File: src/rtl/snoop_coh_ctrl.sv
`timescale 1ns/1ps
module snoop_coh_ctrl #(
  parameter int TAG_W = 4,
  parameter int IDX_W = 2,
  localparam int ADDR_W = TAG_W + IDX_W
) (
  input  logic              clk,
  input  logic              rst_n,
  input  logic              cpu_req,
  input  logic              cpu_we,
  input  logic [ADDR_W-1:0] cpu_addr,
  output logic              cpu_ready,
  output logic              cpu_hit,
  output logic              bus_req,
  output logic [1:0]        bus_cmd,
  output logic [ADDR_W-1:0] bus_addr,
  input  logic              bus_gnt,
  input  logic              snp_valid,
  input  logic [1:0]        snp_cmd,
  input  logic [ADDR_W-1:0] snp_addr,
  output logic              snp_wb,
  output logic              snp_abort
);
  localparam int LINES = 1 << IDX_W;
  localparam logic [1:0] ST_I = 2'd0, ST_S = 2'd1, ST_E = 2'd2;
  localparam logic [1:0] CMD_NONE = 2'b00, CMD_RM = 2'b01, CMD_WM = 2'b10, CMD_WB = 2'b11;

  logic [LINES-1:0][1:0]       st_q;
  logic [LINES-1:0][TAG_W-1:0] tag_q;
  logic                        pend_q, pwe_q;
  logic [ADDR_W-1:0]           paddr_q;

  logic [IDX_W-1:0] c_idx, p_idx, s_idx;
  logic [TAG_W-1:0] c_tag, p_tag, s_tag;
  assign c_idx = cpu_addr[IDX_W-1:0];
  assign c_tag = cpu_addr[ADDR_W-1:IDX_W];
  assign p_idx = paddr_q[IDX_W-1:0];
  assign p_tag = paddr_q[ADDR_W-1:IDX_W];
  assign s_idx = snp_addr[IDX_W-1:0];
  assign s_tag = snp_addr[ADDR_W-1:IDX_W];

  logic c_match, c_fast, take;
  assign c_match = (st_q[c_idx] != ST_I) && (tag_q[c_idx] == c_tag);
  assign c_fast  = c_match && (!cpu_we || st_q[c_idx] == ST_E);
  assign take    = cpu_req && !pend_q && !snp_valid;

  logic victim, fire, done_miss;
  assign victim    = (st_q[p_idx] == ST_E) && (tag_q[p_idx] != p_tag);
  assign fire      = pend_q && bus_gnt && !snp_valid;
  assign done_miss = fire && !victim;

  assign bus_req  = pend_q;
  assign bus_cmd  = !pend_q ? CMD_NONE : victim ? CMD_WB : pwe_q ? CMD_WM : CMD_RM;
  assign bus_addr = victim ? {tag_q[p_idx], p_idx} : paddr_q;

  assign cpu_hit   = take && c_fast;
  assign cpu_ready = cpu_hit || done_miss;

  logic s_match, s_owner;
  assign s_match   = (st_q[s_idx] != ST_I) && (tag_q[s_idx] == s_tag);
  assign s_owner   = s_match && (st_q[s_idx] == ST_E) && (snp_cmd == CMD_RM || snp_cmd == CMD_WM);
  assign snp_wb    = snp_valid && s_owner;
  assign snp_abort = snp_wb;

  always_ff @(posedge clk) begin
    if (!rst_n) begin
      st_q    <= '0;
      tag_q   <= '0;
      pend_q  <= 1'b0;
      pwe_q   <= 1'b0;
      paddr_q <= '0;
    end else if (snp_valid) begin
      if (s_match && snp_cmd == CMD_WM)
        st_q[s_idx] <= ST_I;
      else if (s_match && snp_cmd == CMD_RM && st_q[s_idx] == ST_E)
        st_q[s_idx] <= ST_S;
    end else if (fire) begin
      if (victim) begin
        st_q[p_idx] <= ST_I;
      end else begin
        st_q[p_idx]  <= pwe_q ? ST_E : ST_S;
        tag_q[p_idx] <= p_tag;
        pend_q       <= 1'b0;
      end
    end else if (take && !c_fast) begin
      pend_q  <= 1'b1;
      pwe_q   <= cpu_we;
      paddr_q <= cpu_addr;
    end
  end
endmodule

File: config.mk
export PLATFORM = sky130hd
export DESIGN_NAME = snoop_coh_ctrl
export DESIGN_NICKNAME = d
export VERILOG_FILES = /design/src/rtl/snoop_coh_ctrl.sv
export SDC_FILE = /design/constraint.sdc
export NUM_CORES = 1
export LEC_CHECK = 0
export ABC_AREA = 1
export BUFFER_PORTS_ARGS = -buffer_cell sky130_fd_sc_hd__clkbuf_2
export CAP_MARGIN = 20
export CORE_MARGIN = 2
export CORE_UTILIZATION = 55
export DETAILED_ROUTE_END_ITERATION = 16
export MAX_ROUTING_LAYER = met4
export PLACE_DENSITY = 0.76
export SETUP_SLACK_MARGIN = 0.5
export SLEW_MARGIN = 20
export SYNTH_ARGS = -nofsm -noshare
export SYNTH_HDL_FRONTEND = slang
export SYNTH_SLANG_ARGS = --single-unit
File: constraint.sdc
create_clock -name clk -period 3.7 [get_ports clk]
set_input_delay 0.555 -clock clk [delete_from_list [all_inputs] [get_ports clk]]
set_output_delay 0.555 -clock clk [all_outputs]
set_load 0.02 [all_outputs]
==> run metrics <==
Pwr Density=288 mW/mm²; grt ovf=0; fin. max-slew vios=0; mapped cell area=0.00259 mm²; Starting Density=0.582; R2R cell count=12; maximum buffer depth of the clock tree=2; Seq cells post-synth=32; Setup Skew=6.82 ps; share of post-route cells with drive strength above 1=0.131; CTS Root Cell=clkbuf_8; Layout Nets=roughly 500; minimum clock period=2840 ps; Setup crit start=paddr_q[1]; crit end category=primary output; # rows=24; IO Pins=33; Die Y=72.6 µm; min-delay src=tag_q[8]; Finished Core Util=0.625; crit-path cells=inv_2 -> nand2_2 -> inv_2 -> a22oi_2 -> o21ai_1 -> nor2_4 -> nand2_4 -> inv_4 -> nor3_4 -> inv_2 -> o21ai_0 -> clkbuf_2; initial antenna violation count=0; final WL=7.24 mm; Reg clk slew, reported paths=about 70 ps; fin area=0.00278 mm²; Max-Cap Viols=0; CP Launch Type=register; HPWL Detailed=5.51 mm; Hold WC Path Type=reg -> reg; Final period util=0.766; Die Wd=72.6 µm; remaining antenna violation count=0; H-tree depth=2; critical path arrival=2280 ps; sequential area share after synthesis=0.248; Critical Path Fanout Max=16; Post-synth EDFFs=0; area share of the largest cell type after synthesis=0.248; Placed Instance Area=around 0.0027 mm²; FF-to-FF setup slack=around 1300 ps; commonest non-fill, non-tap cell in the layout=nand2_1; power consumption=799 µW; ys async rst share=0; largest net degree at the start of global routing=25; syn_nets=around 480; CTS Buf Count=5; vias in the first global route=about 2,700; worst path required time=3140 ps; synthesized area per cell=~5.7 µm²; wire length of the first global-routing pass=12.1 mm; TritonCTS clock tree=yes; most frequent cells in the layout=161 x nand2_1, 48 x nand3_1, 42 x a21oi_1; CP Class=reg -> out; f_max=353 MHz; Setup Buffers After CTS=0; Top FF cell, synth=dfxtp_1; filler instances=457; Reg2Reg Launch Point=paddr_q[0]; final setup fails=0; status=complete, no violations; CP Depth=12; setup tns final=0 ps; DRC Markers=0; crit-path max cell delay=480 ps; DR vias/cell=5.51; CP most frequent cell=inv_2; Top delay family on crit path=buffers and inverters; GPL Wtd Cong=0.914; area added between synthesis and finish=7.30%; clk_lat worst skew=290 ps; gr usage total=0.302; synth top area cells=dfxtp_1 25%, nand2_1 23%, nand3_1 9.3%; RSZ-0062 raised after global routing=false; worst slew pin tran=704 ps; Die Area=0.00527 mm²; antenna cells=0; routed vias=~2,900; Ys Warns=0; unique cell type count in the Yosys netlist=30; slew margin rel.=0.530; static leakage=between 0.001 and 0.0015 µW; drt pass-1 iters=5; core area=0.00444 mm²; Wirelength per Cell=13.8 µm; WP buf/inv=5; hold path depth=2; clk sink count=32; slowest CP cell=dfxtp_1; PortBufs=32; Syn Inst Count=453; Max VDD drop=roughly 0.15 mV; Synth area leader=dfxtp_1; endpoints failing hold=0; initial drt markers=193
where the power goes:
group,switching [µW],internal (µW)
clock,133,128
sequential,17.0,354
combinational,117,50.1
cell type report:
type                       count  area, µm²  area share
inverter                      48        183      0.0658
sequential                    32        642       0.231
multi-input combinational    353       1630       0.589
clock buffer                   6       72.6      0.0261
clock inverter                 1       5.00     0.00180
tap                           52       65.1      0.0234
timing repair buffer          34        175      0.0631
per-stage QoR:
stage / hold slack [ps] / setup WS [ps] / instances
floorplan: 439 / 882 / 453
global placement: 450 / 1050 / 519
detailed placement: 459 / 965 / 519
CTS: 468 / 659 / 526
global route: 485 / 665 / 526
finish: 472 / 864 / 526
timing repair:
action / 4_1_cts / 5_1_grt
endpoints found under the setup margin: 0 / 5
hold buffers: 0 / 0
resized for setup: 0 / 1
cells in the mapped netlist, types with 2 or more instances:
cell      count
xor2_1        2
nand3_1      48
buf_4         4
o22ai_1       3
buf_6         4
o21ai_0      33
ha_1          2
dfxtp_1      32
o21ai_1      10
clkbuf_1      4
nand2_1     161
buf_2         7
inv_2         5
nand3_2       4
inv_1        41
nor2_1       28
nand2_2       6
xnor2_1       2
a21oi_1      42
nand4_1       5
logic make-up after synthesis:
kind of cell / share of synthesized area
AO/OA/AOI/OAI: 0.179
flip-flops: 0.248
XOR/XNOR: 0.0135
AND/OR/NAND/NOR: 0.429
adder cells (fa/ha/maj): 0.00967
buffers and inverters: 0.121
worst paths after layout:
path | end
hold / removal | tag_q[8]
hold reg to reg | tag_q[8]
setup reg to reg | tag_q[14]
setup / recovery | cpu_ready
layer usage:
layer	share of wire	vias to the layer above	track usage	routed length (µm)
li1	-	1504	-	-
met1	0.43	1278	0.355	3110
met2	0.48	90	0.513	3500
met3	0.056	24	0.0539	404
met4	0.031	0	0.115	223
met5	0	-	-	0
tightest hold or removal path, stage by stage (launching register included):
cell and delay (ps):
dfxtp_1 320, nand2_1 60, a21oi_1 50
No activity file was read; power rests on OpenSTA's default activity.
